## src/rtl/irq_pkg.sv

```systemverilog
package irq_pkg;
  localparam int EVT_W    = 26;
  localparam int DATA_W   = 32;
  localparam int SUM_BIT  = 15;
  localparam int SUM_LO   = 16;
  localparam int SUM_HI   = 25;
  // positions that hold a real event flag
  localparam logic [EVT_W-1:0] STORE_BITS = 26'h3F17FFF;
  // positions the mask may hold (event flags plus the summary flag)
  localparam logic [EVT_W-1:0] MASK_BITS  = STORE_BITS | (26'h1 << SUM_BIT);

  typedef enum logic [1:0] {
    SEL_STAT = 2'd0,
    SEL_MASK = 2'd1,
    SEL_EN   = 2'd2,
    SEL_NONE = 2'd3
  } reg_sel_e;
endpackage

```

## src/rtl/irq_evt_capture.sv

```systemverilog
module irq_evt_capture #(
  parameter int EVT_W = irq_pkg::EVT_W,
  parameter logic [EVT_W-1:0] STORE_BITS = irq_pkg::STORE_BITS
) (
  input  logic             clk,
  input  logic             rst,
  input  logic [EVT_W-1:0] evt_i,
  input  logic             clr_i,
  output logic [EVT_W-1:0] stat_o
);
  logic [EVT_W-1:0] stat_q;
  logic [EVT_W-1:0] evt_keep;

  assign evt_keep = evt_i & STORE_BITS;

  // clear and capture share one edge, so a same-cycle event survives
  always_ff @(posedge clk) begin
    if (rst) stat_q <= '0;
    else     stat_q <= (clr_i ? '0 : stat_q) | evt_keep;
  end

  assign stat_o = stat_q;

  a_r2_sticky: assert property (@(posedge clk) disable iff (rst)
    !clr_i |=> ((stat_o & $past(stat_o)) == $past(stat_o)));

  a_r3_clear_on_read: assert property (@(posedge clk) disable iff (rst)
    clr_i |=> (stat_o == ($past(evt_i) & STORE_BITS)));
endmodule

```

## src/rtl/irq_summary.sv

```systemverilog
module irq_summary #(
  parameter int EVT_W   = irq_pkg::EVT_W,
  parameter int SUM_BIT = irq_pkg::SUM_BIT,
  parameter int SUM_LO  = irq_pkg::SUM_LO,
  parameter int SUM_HI  = irq_pkg::SUM_HI
) (
  input  logic [EVT_W-1:0] stat_i,
  output logic [EVT_W-1:0] view_o
);
  logic band_any;

  assign band_any = |stat_i[SUM_HI:SUM_LO];

  for (genvar i = 0; i < EVT_W; i++) begin : g_view
    if (i == SUM_BIT) begin : g_sum
      assign view_o[i] = band_any | stat_i[i];
    end else begin : g_pass
      assign view_o[i] = stat_i[i];
    end
  end
endmodule

```

## src/rtl/irq_ctrl_regs.sv

```systemverilog
module irq_ctrl_regs #(
  parameter int EVT_W  = irq_pkg::EVT_W,
  parameter int DATA_W = irq_pkg::DATA_W,
  parameter logic [EVT_W-1:0] MASK_BITS = irq_pkg::MASK_BITS
) (
  input  logic              clk,
  input  logic              rst,
  input  logic              wr_i,
  input  logic              rd_i,
  input  logic [1:0]        addr_i,
  input  logic [EVT_W-1:0]  wdata_i,
  input  logic [EVT_W-1:0]  view_i,
  output logic              stat_rd_o,
  output logic [EVT_W-1:0]  mask_o,
  output logic              en_o,
  output logic [DATA_W-1:0] rdata_o
);
  import irq_pkg::*;

  localparam int PAD_W = DATA_W - EVT_W;

  reg_sel_e         sel;
  logic [EVT_W-1:0] mask_q;
  logic             en_q;
  logic [DATA_W-1:0] rd_mux;
  logic [DATA_W-1:0] rdata_q;

  assign sel       = reg_sel_e'(addr_i);
  assign stat_rd_o = rd_i && (sel == SEL_STAT);

  always_ff @(posedge clk) begin
    if (rst) begin
      mask_q <= '0;
      en_q   <= 1'b0;
    end else if (wr_i) begin
      if (sel == SEL_MASK) mask_q <= wdata_i & MASK_BITS;
      if (sel == SEL_EN)   en_q   <= wdata_i[0];
    end
  end

  always_comb begin
    unique case (sel)
      SEL_STAT: rd_mux = {{PAD_W{1'b0}}, view_i};
      SEL_MASK: rd_mux = {{PAD_W{1'b0}}, mask_q};
      SEL_EN:   rd_mux = {{(DATA_W-1){1'b0}}, en_q};
      default:  rd_mux = '0;
    endcase
  end

  always_ff @(posedge clk) begin
    if (rst)       rdata_q <= '0;
    else if (rd_i) rdata_q <= rd_mux;
  end

  assign mask_o  = mask_q;
  assign en_o    = en_q;
  assign rdata_o = rdata_q;

  a_r7_mask_write: assert property (@(posedge clk) disable iff (rst)
    (wr_i && sel == SEL_MASK) |=> (mask_o == ($past(wdata_i) & MASK_BITS)));
endmodule

```

## src/rtl/irq_line_gen.sv

```systemverilog
module irq_line_gen #(
  parameter int EVT_W = irq_pkg::EVT_W
) (
  input  logic             clk,
  input  logic             rst,
  input  logic [EVT_W-1:0] view_i,
  input  logic [EVT_W-1:0] mask_i,
  input  logic             en_i,
  output logic             irq_o
);
  logic irq_q;

  always_ff @(posedge clk) begin
    if (rst) irq_q <= 1'b0;
    else     irq_q <= en_i & (|(view_i & mask_i));
  end

  assign irq_o = irq_q;

  a_r9_gate: assert property (@(posedge clk) disable iff (rst)
    !en_i |=> !irq_o);
endmodule

```

## src/rtl/irq_status_unit.sv

```systemverilog
module irq_status_unit #(
  parameter int EVT_W   = irq_pkg::EVT_W,
  parameter int DATA_W  = irq_pkg::DATA_W,
  parameter int SUM_BIT = irq_pkg::SUM_BIT,
  parameter int SUM_LO  = irq_pkg::SUM_LO,
  parameter int SUM_HI  = irq_pkg::SUM_HI,
  parameter logic [EVT_W-1:0] STORE_BITS = irq_pkg::STORE_BITS,
  parameter logic [EVT_W-1:0] MASK_BITS  = irq_pkg::MASK_BITS
) (
  input  logic              clk,
  input  logic              rst,
  input  logic [EVT_W-1:0]  evt_i,
  input  logic              wr_i,
  input  logic              rd_i,
  input  logic [1:0]        addr_i,
  input  logic [EVT_W-1:0]  wdata_i,
  output logic [DATA_W-1:0] rdata_o,
  output logic              irq_o
);
  logic [EVT_W-1:0] stat;
  logic [EVT_W-1:0] view;
  logic [EVT_W-1:0] mask;
  logic             en;
  logic             stat_rd;

  irq_evt_capture #(.EVT_W(EVT_W), .STORE_BITS(STORE_BITS)) u_cap (
    .clk(clk), .rst(rst), .evt_i(evt_i), .clr_i(stat_rd), .stat_o(stat));

  irq_summary #(.EVT_W(EVT_W), .SUM_BIT(SUM_BIT), .SUM_LO(SUM_LO),
                .SUM_HI(SUM_HI)) u_sum (
    .stat_i(stat), .view_o(view));

  irq_ctrl_regs #(.EVT_W(EVT_W), .DATA_W(DATA_W), .MASK_BITS(MASK_BITS)) u_regs (
    .clk(clk), .rst(rst), .wr_i(wr_i), .rd_i(rd_i), .addr_i(addr_i),
    .wdata_i(wdata_i), .view_i(view), .stat_rd_o(stat_rd), .mask_o(mask),
    .en_o(en), .rdata_o(rdata_o));

  irq_line_gen #(.EVT_W(EVT_W)) u_line (
    .clk(clk), .rst(rst), .view_i(view), .mask_i(mask), .en_i(en),
    .irq_o(irq_o));

  a_r5_summary: assert property (@(posedge clk) disable iff (rst)
    stat_rd |=> (rdata_o[SUM_BIT] == (|rdata_o[SUM_HI:SUM_LO])));

  a_r6_undef_zero: assert property (@(posedge clk) disable iff (rst)
    (rdata_o[DATA_W-1:EVT_W] == '0) && ((rdata_o[EVT_W-1:0] & ~MASK_BITS) == '0));

  a_r8_irq_raise: assert property (@(posedge clk) disable iff (rst)
    (en && |(view & mask)) |=> irq_o);
endmodule

```

## config.mk

```make
export PLATFORM = sky130hd
export DESIGN_NAME = irq_status_unit
export DESIGN_NICKNAME = d
export VERILOG_FILES = /design/src/rtl/irq_pkg.sv /design/src/rtl/irq_evt_capture.sv /design/src/rtl/irq_summary.sv /design/src/rtl/irq_ctrl_regs.sv /design/src/rtl/irq_line_gen.sv /design/src/rtl/irq_status_unit.sv
export SDC_FILE = /design/constraint.sdc
export NUM_CORES = 1
export LEC_CHECK = 0
export BUFFER_PORTS_ARGS = -buffer_cell sky130_fd_sc_hd__buf_2
export CAP_MARGIN = 5
export CORE_ASPECT_RATIO = 1.5
export CORE_MARGIN = 4
export CORE_UTILIZATION = 23
export CTS_BUF_LIST = sky130_fd_sc_hd__clkbuf_4
export CTS_CLUSTER_DIAMETER = 120
export CTS_CLUSTER_SIZE = 14
export DETAILED_ROUTE_END_ITERATION = 8
export HOLD_SLACK_MARGIN = 0.06
export PLACE_DENSITY = 0.45
export SLEW_MARGIN = 10
export SYNTH_ARGS = -nofsm -noshare
export SYNTH_HDL_FRONTEND = slang
export SYNTH_SLANG_ARGS = --single-unit
export TNS_END_PERCENT = 30
```

## constraint.sdc

```tcl
create_clock -name clk -period 1.95 [get_ports clk]
set_input_delay 0.195 -clock clk [delete_from_list [all_inputs] [get_ports clk]]
set_output_delay 0.195 -clock clk [all_outputs]
set_load 0.03 [all_outputs]
```

==> flow_metrics.env <==
export IMPL_finalSetupViolCount=0
export IMPL_crit_family="flip-flops"
export IMPL_finalCritPeriodShare_pct=60.4
export IMPL_wl_mm=8.89
export IMPL_tns_ns=0
export IMPL_grt_pass1_wl_mm=14.1
export IMPL_seq_area_frac_synth_pct=46.9
export IMPL_h_tree_depth=3
export IMPL_crit_path_cell_trace="buf_2"
export IMPL_criticalPathCategory="reg2out"
export IMPL_power_uw=2770
export IMPL_cts_reportedPaths_clkPinSlew_ns=0.10
export IMPL_cts_setup_buffers=0
export IMPL_outcome="complete, no violations"
export IMPL_max_slew_worst_pin_slew_ns=0.500
export IMPL_n_antenna_cell=0
export IMPL_drv_slew=0
export IMPL_dr_total_vias=2596
export IMPL_numCtsBuffers=9
export IMPL_start_kind="flip-flop"
export IMPL_synthDistinctLibCells=26
export IMPL_rr_worst_depth=4
export IMPL_avgSynthCellArea_um2=8.79
export IMPL_clock_latency_ns=0.42
export IMPL_synth_top_area_share_pct=46.9
export IMPL_hold_end="u_regs.rdata_o[15]$_SDFFE_PP0P_"
export IMPL_max_stage_delay_ns=0.37
export IMPL_root_buffer="clkbuf_4"
export IMPL_rows=50
export IMPL_start_util_pct=23.6
export IMPL_period_needed_ns=1.18
export IMPL_fin_area_mm2=0.00407
export IMPL_relSlewSlack_pct=66.6
export IMPL_postSynth_asyncResetShare_pct=0
export IMPL_whs_path_depth=3
export IMPL_drc=0
export IMPL_required_ns=1.75
export IMPL_gp_congestion=0.714
export IMPL_grt_overflow=0
export IMPL_wl_per_cell_um=14.4
export IMPL_cts_resized=0
export IMPL_crit_buf_inv=1
export IMPL_placed_cell_area_mm2=0.00351
export IMPL_drt_iter0_markers=61
export IMPL_core_area_mm2=0.0126
export IMPL_cts_buffer_depth=2
export IMPL_hold_viol_final=0
export IMPL_cts_num_sinks=70
export IMPL_ys_seq_elements=70
export IMPL_power_density_mw_per_mm2=681
export IMPL_worst_path_stages=1
export IMPL_io_buffer_count=74
export IMPL_fill_cells=1394
export IMPL_yosysWarnings=0
export IMPL_hp_start="rd_i"
export IMPL_cts_tree="done"
export IMPL_fp_dieW_um=101
export IMPL_max_freq_mhz=849
export IMPL_grt_usage_pct=12.3
export IMPL_synthCells=340
export IMPL_die_h_um=148
export IMPL_synth_edf_count=0
export IMPL_power_leakage_uw=0.00169
export IMPL_dr_pass1_iters=4
export IMPL_reg2reg_from="u_cap.stat_o[2]$_SDFF_PP0_"
export IMPL_cts_hold_buffers=45
export IMPL_syn2layout_area_growth_pct=36.3
export IMPL_critPathArrivalTime_ns=0.98
export IMPL_finalNonFillerCells=618
export IMPL_ir_worst_vdd_uv=224
export IMPL_fin_skew_ns=0.0131
export IMPL_synthTopCellsByArea="dfxtp_1 47%, a21oi_1 8.4%, mux2_2 7.9%, nor2_1 6.2%, a21oi_2 5.9%"
export IMPL_synth_most_common_cell="dfxtp_1"
export IMPL_grt_pass1_vias=2689
export IMPL_nNetsFinal=515
export IMPL_final_layout_size_suffix_gt1_share_pct=32.5
export IMPL_multiInputGateArea_mm2=0.00141
export IMPL_place_inst=557
export IMPL_rsz0062_at_grt="no"
export IMPL_synth_area_mm2=0.00299
export IMPL_regArea_mm2=0.00140
export IMPL_io_pins=91
export IMPL_detail_route_antenna_nets=0
export IMPL_startpoint="u_regs.rdata_o[20]$_SDFFE_PP0P_"
export IMPL_die_area_mm2=0.0149
export IMPL_hp_class="in2reg"
export IMPL_cap_violations=0
export IMPL_crit_path_end_kind="output pin"
export IMPL_grt_max_degree=24
export IMPL_crit_slowest_cell="dfxtp_1"
export IMPL_synth_flop_cell="dfxtp_1"
export IMPL_via_per_inst=4.20
export IMPL_synth_common_cells="70 x dfxtp_1, 50 x a21oi_1, 49 x nor2_1"
export IMPL_r2r_slack_ns=0.84
export IMPL_r2r_end="u_line.irq_o$_SDFF_PP0_"
export IMPL_antenna_found_initial=0
export IMPL_post_synth_top_area_cell="dfxtp_1"
export IMPL_crit_fanout=2
export IMPL_dp_hpwl_mm=6.41
cells in the final DEF (no fill, tap or decap), types with 2 or more instances in the layout:
cell and instances:
nor2_1 49, nor2b_1 23, buf_12 4, conb_1 9, clkbuf_4 13, a21oi_2 20
a21oi_1 50, dfxtp_1 70, buf_4 7, a22oi_1 11, nand3_1 2, mux2_2 21
buf_2 74, nand4_1 2, nand2_1 40, nand2_2 10, clkinv_1 3, mux2i_1 2
dlygate4sd3_1 45
report_power, final:
| group | total, uW | internal, uW | leakage [uW] | switching (uW) |
|---|---|---|---|---|
| Sequential | 1540 | 1490 | 0.000574 | 46.9 |
| Combinational | 434 | 209 | 0.00105 | 225 |
| Clock | 802 | 309 | 0.0000645 | 492 |
worst max-delay path by stage:
stage	slack [ns]	to
2_1_floorplan	0.79	u_regs.rdata_o[10]$_SDFFE_PP0P_
3_3_place_gp	0.49	u_cap.stat_o[3]$_SDFF_PP0_
3_5_place_dp	0.47	u_cap.stat_o[3]$_SDFF_PP0_
4_1_cts	0.73	rdata_o[20]
5_1_grt	0.69	rdata_o[20]
6_report	0.77	rdata_o[20]
registers in the layout, summed over array words and instances (netlist names):
| name | cells |
|---|---|
| u_regs.mask_o | 23 |
| u_regs.rdata_o | 23 |
| u_cap.stat_o | 22 |
| u_line.irq_o | 1 |
| u_regs.en_o | 1 |
logic make-up (layout without fill, tap and decap cells):
family	count (synthesis)	in the layout	share of synthesized area, %
AOI/OAI and AO/OA	83	83	17.5
buffers and inverters	32	146	6.83
muxes	23	23	8.58
and+or+nand+nor	131	131	20.1
DFF	70	70	46.9
other	1	9	0.126
cell type report:
cell class	count	share of cell area (%)
sequential	70	34.4
timing repair buffer	130	23.4
clock buffer	13	2.40
multi-input combinational	246	34.7
tap	156	4.79
clock inverter	3	0.277
layer usage:
layer / vias to the layer above / part of all wire, % / GRT usage [%] / wire length (um)
met5: - / 0 / 0 / 0
li1: 1356 / - / - / -
met2: 66 / 49 / 20.9 / 4400
met3: 11 / 5.1 / 2.88 / 454
met1: 1163 / 44 / 15.1 / 3920
met4: 0 / 1.4 / 4.39 / 121
worst register-to-register path: cells and delay by family (launching register included):
family | cells | cell delay, ns
AOI/OAI and AO/OA | 2 | 0.39
DFF | 1 | 0.34
and+or+nand+nor | 2 | 0.28
metrics by stage:
step,hold WS [ns],worst slack [ns],util [%]
after floorplan,0.312,0.794,-
after CTS,0.146,0.729,32.2
after detailed placement,0.405,0.467,27.8
after global routing,0.160,0.687,32.2
after global placement,0.406,0.485,27.8
final,0.174,0.772,32.2
(Power assumes the default switching activity.)
